**src/rtl/cardtx_pkg.sv**
```systemverilog
// Package: shared constants of the smart-card transmitter.
// Assumes one character = start + 8 data + parity, then a guard region.
package cardtx_pkg;
    localparam int unsigned DATA_W     = 8;
    localparam int unsigned FRAME_BITS = DATA_W + 2;       // start, data, parity
    localparam int unsigned IDX_W      = 4;
    localparam logic [IDX_W-1:0] IDX_SAMPLE   = 4'(FRAME_BITS);      // etu where error is sampled
    localparam logic [IDX_W-1:0] IDX_DONE     = 4'(FRAME_BITS + 1);  // last etu of a clean character
    localparam logic [IDX_W-1:0] IDX_RESTART  = 4'(FRAME_BITS + 3);  // last etu before a resend

    typedef struct packed {
        logic start;   // character begins at this edge
        logic err;     // error report seen at this edge
        logic done;    // clean character finishes at this edge
    } frame_evt_t;
endpackage

```
**src/rtl/cardtx_etu.sv**
```systemverilog
// Module: etu timer. Counts clock cycles inside one etu while a character
// is in flight and flags the last cycle and the mid cycle of each etu.
// Assumes etu_len >= 3 and that etu_len is held stable during a character.
module cardtx_etu #(
    parameter int unsigned ETU_W = 16
) (
    input  logic             clk,
    input  logic             rst_n,
    input  logic             run,
    input  logic [ETU_W-1:0] etu_len,
    output logic             tick,
    output logic             mid
);
    logic [ETU_W-1:0] cyc;

    assign tick = run && (cyc == etu_len - 1'b1);
    assign mid  = run && (cyc == (etu_len >> 1));

    // Purpose: advance the cycle count, wrapping at each etu boundary.
    always_ff @(posedge clk) begin
        if (!rst_n)          cyc <= '0;
        else if (!run || tick) cyc <= '0;
        else                 cyc <= cyc + 1'b1;
    end

    assert_cyc_bound_R2: assert property (@(posedge clk) disable iff (!rst_n)
        (etu_len >= 3) |-> (cyc < etu_len));
endmodule

```
**src/rtl/cardtx_frame.sv**
```systemverilog
// Module: character sequencer. Shapes start/data/parity on the line,
// releases it in the guard region, samples the error report and
// restarts the same byte from the holding register after an error.
// Assumes hold_data is the holding register and go reflects pending data.
module cardtx_frame
    import cardtx_pkg::*;
(
    input  logic              clk,
    input  logic              rst_n,
    input  logic              go,
    input  logic [DATA_W-1:0] hold_data,
    input  logic              tick,
    input  logic              mid,
    input  logic              line_in,
    output logic              busy,
    output logic              line_out,
    output frame_evt_t        evt
);
    logic [IDX_W-1:0]      idx;
    logic [DATA_W-1:0]     shreg;
    logic                  err_seen;
    logic [FRAME_BITS-1:0] frame_bits;
    logic                  restart;

    assign frame_bits = {^shreg, shreg, 1'b0};
    assign line_out   = (busy && idx < IDX_SAMPLE) ? frame_bits[idx] : 1'b1;

    assign evt.start = !busy && go;
    assign evt.err   = busy && (idx == IDX_SAMPLE) && mid && !line_in;
    assign evt.done  = busy && tick && (idx == IDX_DONE) && !err_seen;
    assign restart   = busy && tick && (idx == IDX_RESTART);

    // Purpose: step through the etu slots of a character and handle resends.
    always_ff @(posedge clk) begin
        if (!rst_n) begin
            busy     <= 1'b0;
            idx      <= '0;
            shreg    <= '0;
            err_seen <= 1'b0;
        end else if (evt.start) begin
            busy     <= 1'b1;
            idx      <= '0;
            shreg    <= hold_data;
            err_seen <= 1'b0;
        end else if (busy) begin
            if (evt.err) err_seen <= 1'b1;
            if (evt.done) begin
                busy <= 1'b0;
                idx  <= '0;
            end else if (restart) begin
                idx      <= '0;
                shreg    <= hold_data;
                err_seen <= 1'b0;
            end else if (tick) begin
                idx <= idx + 1'b1;
            end
        end
    end

    assert_resend_reload_R6: assert property (@(posedge clk) disable iff (!rst_n)
        (busy && $past(busy) && idx == '0 && $past(idx) == IDX_RESTART)
        |-> (shreg == $past(hold_data)));

    assert_err_in_sample_slot_R4: assert property (@(posedge clk) disable iff (!rst_n)
        $rose(err_seen) |-> ($past(idx) == IDX_SAMPLE));
endmodule

```
**src/rtl/cardtx_flags.sv**
```systemverilog
// Module: holding register and status flags with the transfer-controller
// clear rule and the interrupt/request outputs.
// Assumes event pulses from the sequencer are single-cycle.
module cardtx_flags
    import cardtx_pkg::*;
#(
    parameter int unsigned CNT_W = 8
) (
    input  logic              clk,
    input  logic              rst_n,
    input  logic              wr_en,
    input  logic [DATA_W-1:0] wr_data,
    input  logic              wr_ctrl,
    input  logic              ctrl_keep,
    input  logic [CNT_W-1:0]  ctrl_left,
    input  logic              clr_empty,
    input  logic              clr_end,
    input  logic              clr_err,
    input  logic              ie_tx,
    input  logic              ie_err,
    input  frame_evt_t        evt,
    output logic [DATA_W-1:0] hold_data,
    output logic              flag_empty,
    output logic              flag_end,
    output logic              flag_err,
    output logic              tx_req,
    output logic              irq_err
);
    logic ctrl_clear;

    assign ctrl_clear = wr_en && wr_ctrl && !ctrl_keep && (ctrl_left != '0);
    assign tx_req     = flag_empty && ie_tx;
    assign irq_err    = flag_err && ie_err;

    // Purpose: capture each written byte into the holding register.
    always_ff @(posedge clk) begin
        if (!rst_n)     hold_data <= '0;
        else if (wr_en) hold_data <= wr_data;
    end

    // Purpose: data-empty flag, set on clean completion, cleared by writes/software.
    always_ff @(posedge clk) begin
        if (!rst_n)                       flag_empty <= 1'b1;
        else if (evt.done)                flag_empty <= 1'b1;
        else if (ctrl_clear || clr_empty) flag_empty <= 1'b0;
    end

    // Purpose: transmit-end flag, set on clean completion, cleared at start or by clears.
    always_ff @(posedge clk) begin
        if (!rst_n)                                  flag_end <= 1'b1;
        else if (evt.done)                           flag_end <= 1'b1;
        else if (ctrl_clear || clr_end || evt.start) flag_end <= 1'b0;
    end

    // Purpose: sticky error flag, cleared by software only.
    always_ff @(posedge clk) begin
        if (!rst_n)       flag_err <= 1'b0;
        else if (evt.err) flag_err <= 1'b1;
        else if (clr_err) flag_err <= 1'b0;
    end

    assert_err_sw_clear_only_R10: assert property (@(posedge clk) disable iff (!rst_n)
        $fell(flag_err) |-> $past(clr_err));

    assert_end_with_empty_R7: assert property (@(posedge clk) disable iff (!rst_n)
        $rose(flag_end) |-> flag_empty);
endmodule

```
**src/rtl/cardtx_retry.sv**
```systemverilog
// Module: top of the smart-card character transmitter with automatic resend.
// Ties the etu timer, character sequencer and flag block together.
// Assumes line_in is already synchronised to clk.
module cardtx_retry
    import cardtx_pkg::*;
#(
    parameter int unsigned ETU_W = 16,
    parameter int unsigned CNT_W = 8
) (
    input  logic             clk,
    input  logic             rst_n,
    input  logic [ETU_W-1:0] etu_len,
    input  logic             tx_en,
    input  logic             ie_tx,
    input  logic             ie_err,
    input  logic             wr_en,
    input  logic [7:0]       wr_data,
    input  logic             wr_ctrl,
    input  logic             ctrl_keep,
    input  logic [CNT_W-1:0] ctrl_left,
    input  logic             clr_empty,
    input  logic             clr_end,
    input  logic             clr_err,
    input  logic             line_in,
    output logic             line_out,
    output logic             flag_empty,
    output logic             flag_end,
    output logic             flag_err,
    output logic             tx_req,
    output logic             irq_err
);
    logic              busy;
    logic              tick;
    logic              mid;
    logic              go;
    logic [DATA_W-1:0] hold_data;
    frame_evt_t        evt;

    assign go = tx_en && !flag_empty;

    cardtx_etu #(.ETU_W(ETU_W)) u_etu (
        .clk(clk), .rst_n(rst_n), .run(busy), .etu_len(etu_len),
        .tick(tick), .mid(mid)
    );

    cardtx_frame u_frame (
        .clk(clk), .rst_n(rst_n), .go(go), .hold_data(hold_data),
        .tick(tick), .mid(mid), .line_in(line_in),
        .busy(busy), .line_out(line_out), .evt(evt)
    );

    cardtx_flags #(.CNT_W(CNT_W)) u_flags (
        .clk(clk), .rst_n(rst_n), .wr_en(wr_en), .wr_data(wr_data),
        .wr_ctrl(wr_ctrl), .ctrl_keep(ctrl_keep), .ctrl_left(ctrl_left),
        .clr_empty(clr_empty), .clr_end(clr_end), .clr_err(clr_err),
        .ie_tx(ie_tx), .ie_err(ie_err), .evt(evt),
        .hold_data(hold_data), .flag_empty(flag_empty), .flag_end(flag_end),
        .flag_err(flag_err), .tx_req(tx_req), .irq_err(irq_err)
    );

    assert_quiet_in_flight_R6: assert property (@(posedge clk) disable iff (!rst_n)
        busy |-> (!flag_end && !tx_req));
endmodule

```
**config.mk**
```make
export PLATFORM = sky130hd
export DESIGN_NAME = cardtx_retry
export DESIGN_NICKNAME = d
export VERILOG_FILES = /design/src/rtl/cardtx_pkg.sv /design/src/rtl/cardtx_etu.sv /design/src/rtl/cardtx_frame.sv /design/src/rtl/cardtx_flags.sv /design/src/rtl/cardtx_retry.sv
export SDC_FILE = /design/constraint.sdc
export NUM_CORES = 1
export LEC_CHECK = 0
export BUFFER_PORTS_ARGS = -buffer_cell sky130_fd_sc_hd__buf_2
export CORE_ASPECT_RATIO = 1.5
export CORE_UTILIZATION = 55
export CTS_CLUSTER_DIAMETER = 60
export DETAILED_ROUTE_END_ITERATION = 8
export PLACE_DENSITY = 0.81
export SYNTH_ARGS = -nofsm -noshare
export SYNTH_HDL_FRONTEND = slang
export SYNTH_SLANG_ARGS = --single-unit
```
**constraint.sdc**
```tcl
create_clock -name clk -period 3.9 [get_ports clk]
set_clock_uncertainty 0.05 [all_clocks]
set_input_delay 0.195 -clock clk [delete_from_list [all_inputs] [get_ports clk]]
set_output_delay 0.195 -clock clk [all_outputs]
set_load 0.02 [all_outputs]
```
==> results.cfg, run 1 <==
[worst_setup_path]
path_cells = xor2_1, or4_1, a311o_1, a221o_1, or4b_4, o21a_1, mux2i_1
critPathSlowestCell = or4b_4
crit_path_max_incr_delay_ns = 0.61
cp-end-kind = register
cp_max_fo = 12
cp-start-kind = register
crit_required_ns = 4.02
path_class = reg2reg
worstPathArrival_ns = 3.32

[routing]
wl_per_cell_um = 14.0
vias = 2437
dr.pass1.iters = 4
viasPerCell = 5.67
wl_um = 6010
drt-initial-drc-count = 206
drcViolationCount = 0
ant_nets = 0

[logic_synthesis]
yosys.area.top_type = dfxtp_1
synth_common_cells = dfxtp_1 (41), xor2_1 (33), nand2_1 (30)
synth_most_common_cell = dfxtp_1
synth-edff-count = 0
synth_ff_type = dfxtp_1
synth_nets = 379
synthCells = 331
synthTopCellsByArea = dfxtp_1 (30%), xor2_1 (11%), xnor2_1 (6.8%)
async_flop_share_pct = 0
synth_area_per_cell_sq_um = 8.23
synth_top_area_share_pct = 30.1
synth.cell_area_sq_um = 2720
yosys_register_bits = 41
yosysUniqueCellTypes = 52
synth_seq_area_share_pct = 30.1
yosys_warnings = 0

[power_and_ir_drop]
p_per_area_nw_per_um2 = 293
ir_drop_v = 0.000282
p_total_uw = 900
p_leak_nw = 1.22

[final_layout]
area_growth_pct = 12.6
final_nets = 411
drive_gt1_share_pct = 18.4
fin_area_sq_um = 3070
multi_input_area_sq_um = 1760
num-fill-cells = 465
stdcell_count = 430
diodes = 0
regArea_sq_um = 821

[placed_design]
dpl_cell_area_sq_um = 2950
gp_congestion = 0.944
placedCellCount = 422
port_buffers = 49
hpwl_um = 4720

[sta]
fmax_mhz = 313
hold_viol_final = 0
rsz0062_at_grt = no
max_slew_margin_pct = 34.2
tightest_slew_ns = 0.980
fin_crit_sh_pct = 82.0
fin_crit_ns = 3.20
fin_tns_setup_ns = 0
finalSetupViolCount = 0
hold_ws_ns = 0.0977
maxSlewViolCount = 0

[floorplan]
die_w_um = 59.5
pin_count = 50
core_area_sq_um = 4810
die_h_um = 88.2
start_util_pct = 56.6
fp-row-count = 31
die_area_sq_um = 5240

[grt]
grt_overflow = 0
grt_max_degree = 33
met2_usage_pct = 46.0
busiest_layer = met2
grt_pass1_wl_um = 9520
first_global_vias = 2230
grt_antenna_before_repair = 0
use_met3_pct = 2.22
track_usage_pct = 24.0
grt.met1_usage_pct = 23.9

[job]
cap_violations = 0

[clocking]
cts.sinks = 41
htreeDepth = 2
postCtsSetupRepairBufs = 0
cts_root_buf = clkbuf_8
clockBufferDepth = 2
ctsResizeCount = 0
cts_tree = built
ctsHoldBuffers = 0
clkLatencyLatePin_ns = 0.30
cts_buffers = 5
clk_pin_slew_ns = 0.08

[status]
status = complete, no violations

[worst_hold_path]
hold_path_class = in2reg
## where the power goes
group	total, mW	internal [mW]	switching, mW
Combinational	0.123	0.0556	0.0677
Sequential	0.435	0.428	0.00745
Clock	0.342	0.191	0.150
## logic make-up after synthesis
family | count (synthesis) | share of synthesized area, %
AND/OR/NAND/NOR | 144 | 28.2
adder cells (fa/ha/maj) | 4 | 1.84
XOR/XNOR | 54 | 17.4
multiplexers | 19 | 7.44
buffers and inverters | 33 | 5.14
AO/OA/AOI/OAI | 36 | 9.88
flip-flops | 41 | 30.1
## area by class of cell
type | instances | area share, %
multi-input combinational | 257 | 57.5
inverter | 7 | 0.856
sequential | 41 | 26.8
timing repair buffer | 51 | 8.48
clock buffer | 5 | 2.24
tap | 66 | 2.69
clock inverter | 3 | 1.51
## state kept, by name (all words and copies together) (netlist names)
signal              count
u_etu.cyc              16
u_flags.flag_end        1
u_frame.err_seen        1
u_flags.hold_data       8
u_frame.shreg           8
u_flags.flag_err        1
u_frame.busy            1
u_flags.flag_empty      1
u_frame.idx             4
## cell usage in the layout, fill, tap and decap left out, types with 2 or more instances in the layout
master | netlist | layout
a211oi_1 | 2 | 2
a21oi_1 | 5 | 5
a311o_1 | 2 | 2
and2_1 | 4 | 4
and3_1 | 5 | 5
buf_2 | 1 | 49
buf_4 | 0 | 2
clkbuf_8 | 0 | 5
dfxtp_1 | 41 | 41
ha_1 | 4 | 4
inv_1 | 7 | 7
mux2i_1 | 18 | 18
nand2_1 | 30 | 30
nand2b_1 | 2 | 2
nand3_1 | 9 | 9
nand3b_1 | 2 | 2
nand4_1 | 11 | 11
nor2_1 | 28 | 28
nor2b_1 | 11 | 11
nor3_1 | 9 | 9
nor4_1 | 13 | 13
o211ai_1 | 4 | 4
o21a_1 | 5 | 5
o21ai_0 | 4 | 4
or3_1 | 6 | 6
or3b_2 | 3 | 3
or4_1 | 4 | 4
xnor2_1 | 21 | 21
xor2_1 | 33 | 33
## per-stage QoR
stage	setup WS [ns]	utilization, %
CTS	0.719	63.8
finish	0.702	63.8
floorplan	0.738	-
detailed placement	0.558	61.4
global route	0.594	63.8
global placement	0.645	61.4
## path summary, 6_finish.rpt
kind / start / end / slack (ns) / depth (start not counted)
worst max register to register: u_etu.cyc[6] / u_frame.shreg[6] / 0.70 / 7
worst max-delay path: u_etu.cyc[6] / u_frame.shreg[6] / 0.70 / 7
worst min-delay path: wr_data[0] / u_flags.hold_data[0] / 0.1 / 3
worst min register to register: u_flags.hold_data[1] / u_frame.shreg[1] / 0.41 / 2
## per-layer routing
| metal | part of all wire (%) | vias to the layer above | routed length, um |
|---|---|---|---|
| met5 | 0 | - | 0 |
| met4 | 4.2 | 0 | 255 |
| met3 | 3.1 | 20 | 188 |
| met2 | 54 | 70 | 3260 |
| met1 | 38 | 1126 | 2310 |
| li1 | - | 1221 | - |
## worst max-delay path, delay by kind of cell, from the launching register on
kind	cells	cell delay [ns]
simple gates	2	1.14
compound gates	3	1.03
flops	1	0.51
mux	1	0.18
xor+xnor	1	0.16
(Power assumes the default switching activity.)
==> inputs of run 2 (changes only) <==
Settings changed: ABC_AREA set to 1, CORE_UTILIZATION 55 to 51, PLACE_DENSITY 0.81 to 0.78.
Clock period 3.9 ns to 2.9 ns, I/O delays scaled along.
==> results.cfg, run 2 <==
[final_layout]
largest_reg_flops = 16
fin_util_pct = 59.4
reg.largest.list = u_etu.cyc x16, u_flags.hold_data x8, u_frame.shreg x8
regMostFlops = u_etu.cyc
final_nets = 542
drive_gt1_share_pct = 16.0
mostFrequentLayoutCells = nand2_1 (96), nor2_1 (74), inv_1 (58)
stdcell_count = 563
diodes = 0
fin_area_sq_um = 3280
mostFrequentLayoutCell = nand2_1
area_growth_pct = 10.9

[sta]
tightest_slew_ns = 0.594
hold_ws_ns = 0.0276
fin_tns_setup_ns = 0
maxSlewViolCount = 0
worst_slack_ns = 0.646
rsz0062_at_grt = no
fmax_mhz = 444
max_slew_margin_pct = 60.1
fin_crit_ns = 2.25
fin_crit_sh_pct = 77.7
finalSetupViolCount = 0
hold_viol_final = 0

[clocking]
clk_pin_slew_ns = 0.07
postCtsSetupRepairBufs = 0
cts_buffers = 5
clkLatencyLatePin_ns = 0.29
cts_root_buf = clkbuf_8
ctsHoldBuffers = 0
ctsResizeCount = 0
cts.sinks = 41
clockBufferDepth = 2
htreeDepth = 2
cts_tree = built

[floorplan]
pin_count = 50
core_area_sq_um = 5530
fp-row-count = 33
die_h_um = 95.3
die_area_sq_um = 6120
start_util_pct = 53.5
die_w_um = 64.2

[power_and_ir_drop]
p_per_area_nw_per_um2 = 346
ir_drop_v = 0.000294
p_leak_nw = 1.53
p_total_mw = 1.14

[worst_hold_path]
hold_path_class = in2reg

[worst_setup_path]
worstPathArrival_ns = 2.38
cp-end-kind = register
path_class = reg2reg
cp-start-kind = register
crit_required_ns = 3.03
cp_max_fo = 6

[grt]
track_usage_pct = 23.1
grt_antenna_before_repair = 0
grt_max_degree = 21
grt_pass1_wl_um = 11000
grt_overflow = 0
first_global_vias = 2552

[routing]
ant_nets = 0
dr.pass1.iters = 4
drcViolationCount = 0
wl_per_cell_um = 11.9
wl_um = 6670
drt-initial-drc-count = 177
vias = 2882
viasPerCell = 5.12

[placed_design]
port_buffers = 49
hpwl_um = 5480
place_ws_ns = 0.661
placedCellCount = 557
gp_congestion = 0.887
dpl_cell_area_sq_um = 3210

[logic_synthesis]
synth_seq_area_share_pct = 27.7
yosys_register_bits = 41
synthTopCellsByArea = dfxtp_1 (28%), nand2_1 (12%), nor2_1 (9.4%)
yosys_warnings = 0
synth_ff_type = dfxtp_1
synth_top_area_share_pct = 27.7
synth_area_per_cell_sq_um = 6.58
yosysUniqueCellTypes = 41
synth_most_common_cell = nand2_1
synth.cell_area_sq_um = 2960
async_flop_share_pct = 0
synthCells = 450
synth-edff-count = 0
synth_common_cells = nand2_1 (96), nor2_1 (74), inv_1 (58)
synth_nets = 498
yosys.area.top_type = dfxtp_1

[status]
status = complete, no violations

[job]
cap_violations = 0
## run 2: path summary, 6_finish.rpt
kind / start / end / slack [ns] / cells past startpoint
hold / removal: wr_data[5] / u_flags.hold_data[5] / 0.03 / 3
setup reg to reg: u_etu.cyc[2] / u_etu.cyc[15] / 0.65 / 9
hold reg to reg: u_flags.hold_data[3] / u_frame.shreg[3] / 0.43 / 2
setup / recovery: u_etu.cyc[2] / u_etu.cyc[15] / 0.65 / 9
## run 2: power breakdown
| group | internal (mW) | total (mW) | switching [mW] |
|---|---|---|---|
| Combinational | 0.0894 | 0.207 | 0.118 |
| Sequential | 0.582 | 0.597 | 0.0145 |
| Clock | 0.158 | 0.334 | 0.176 |
| Total | 0.830 | 1.14 | 0.308 |
## run 2: cell families (layout without fill, tap and decap cells)
logic type | after synthesis | after routing | synth area share, %
AND/OR/NAND/NOR | 254 | 254 | 39.5
buffers and inverters | 71 | 114 | 10.4
flip-flops | 41 | 41 | 27.7
AO/OA/AOI/OAI | 40 | 40 | 7.56
XOR/XNOR | 40 | 40 | 13.1
adder cells (fa/ha/maj) | 4 | 4 | 1.69
## run 2: routing by layer
layer | global-route usage [%] | up-vias | part of all wire, % | wire length (um)
met5 | 0 | - | 0 | 0
met4 | 6.85 | 0 | 1.5 | 102
met2 | 45.8 | 63 | 54 | 3580
met1 | 24.6 | 1301 | 41 | 2740
li1 | - | 1511 | - | -
met3 | 3.47 | 7 | 3.9 | 257
## run 2: critical path, stage by stage, from the launching register on
cell and delay, ns:
dfxtp_1 0.44, nand3_1 0.13, nor2_1 0.15, nand2_1 0.11
nor3_1 0.48, nand2_1 0.18, nor2_1 0.22, nand3_1 0.14
xor2_1 0.19, nor2_1 0.06
## run 2: area by class of cell
type	instances	area, sq um
fillers	553	2250
multi-input cells	338	1830
flip-flops and latches	41	821
repair buffers	50	253
inverters	58	218
well taps	70	87.6
clock buffers	5	68.8
clock inverters	1	5.00
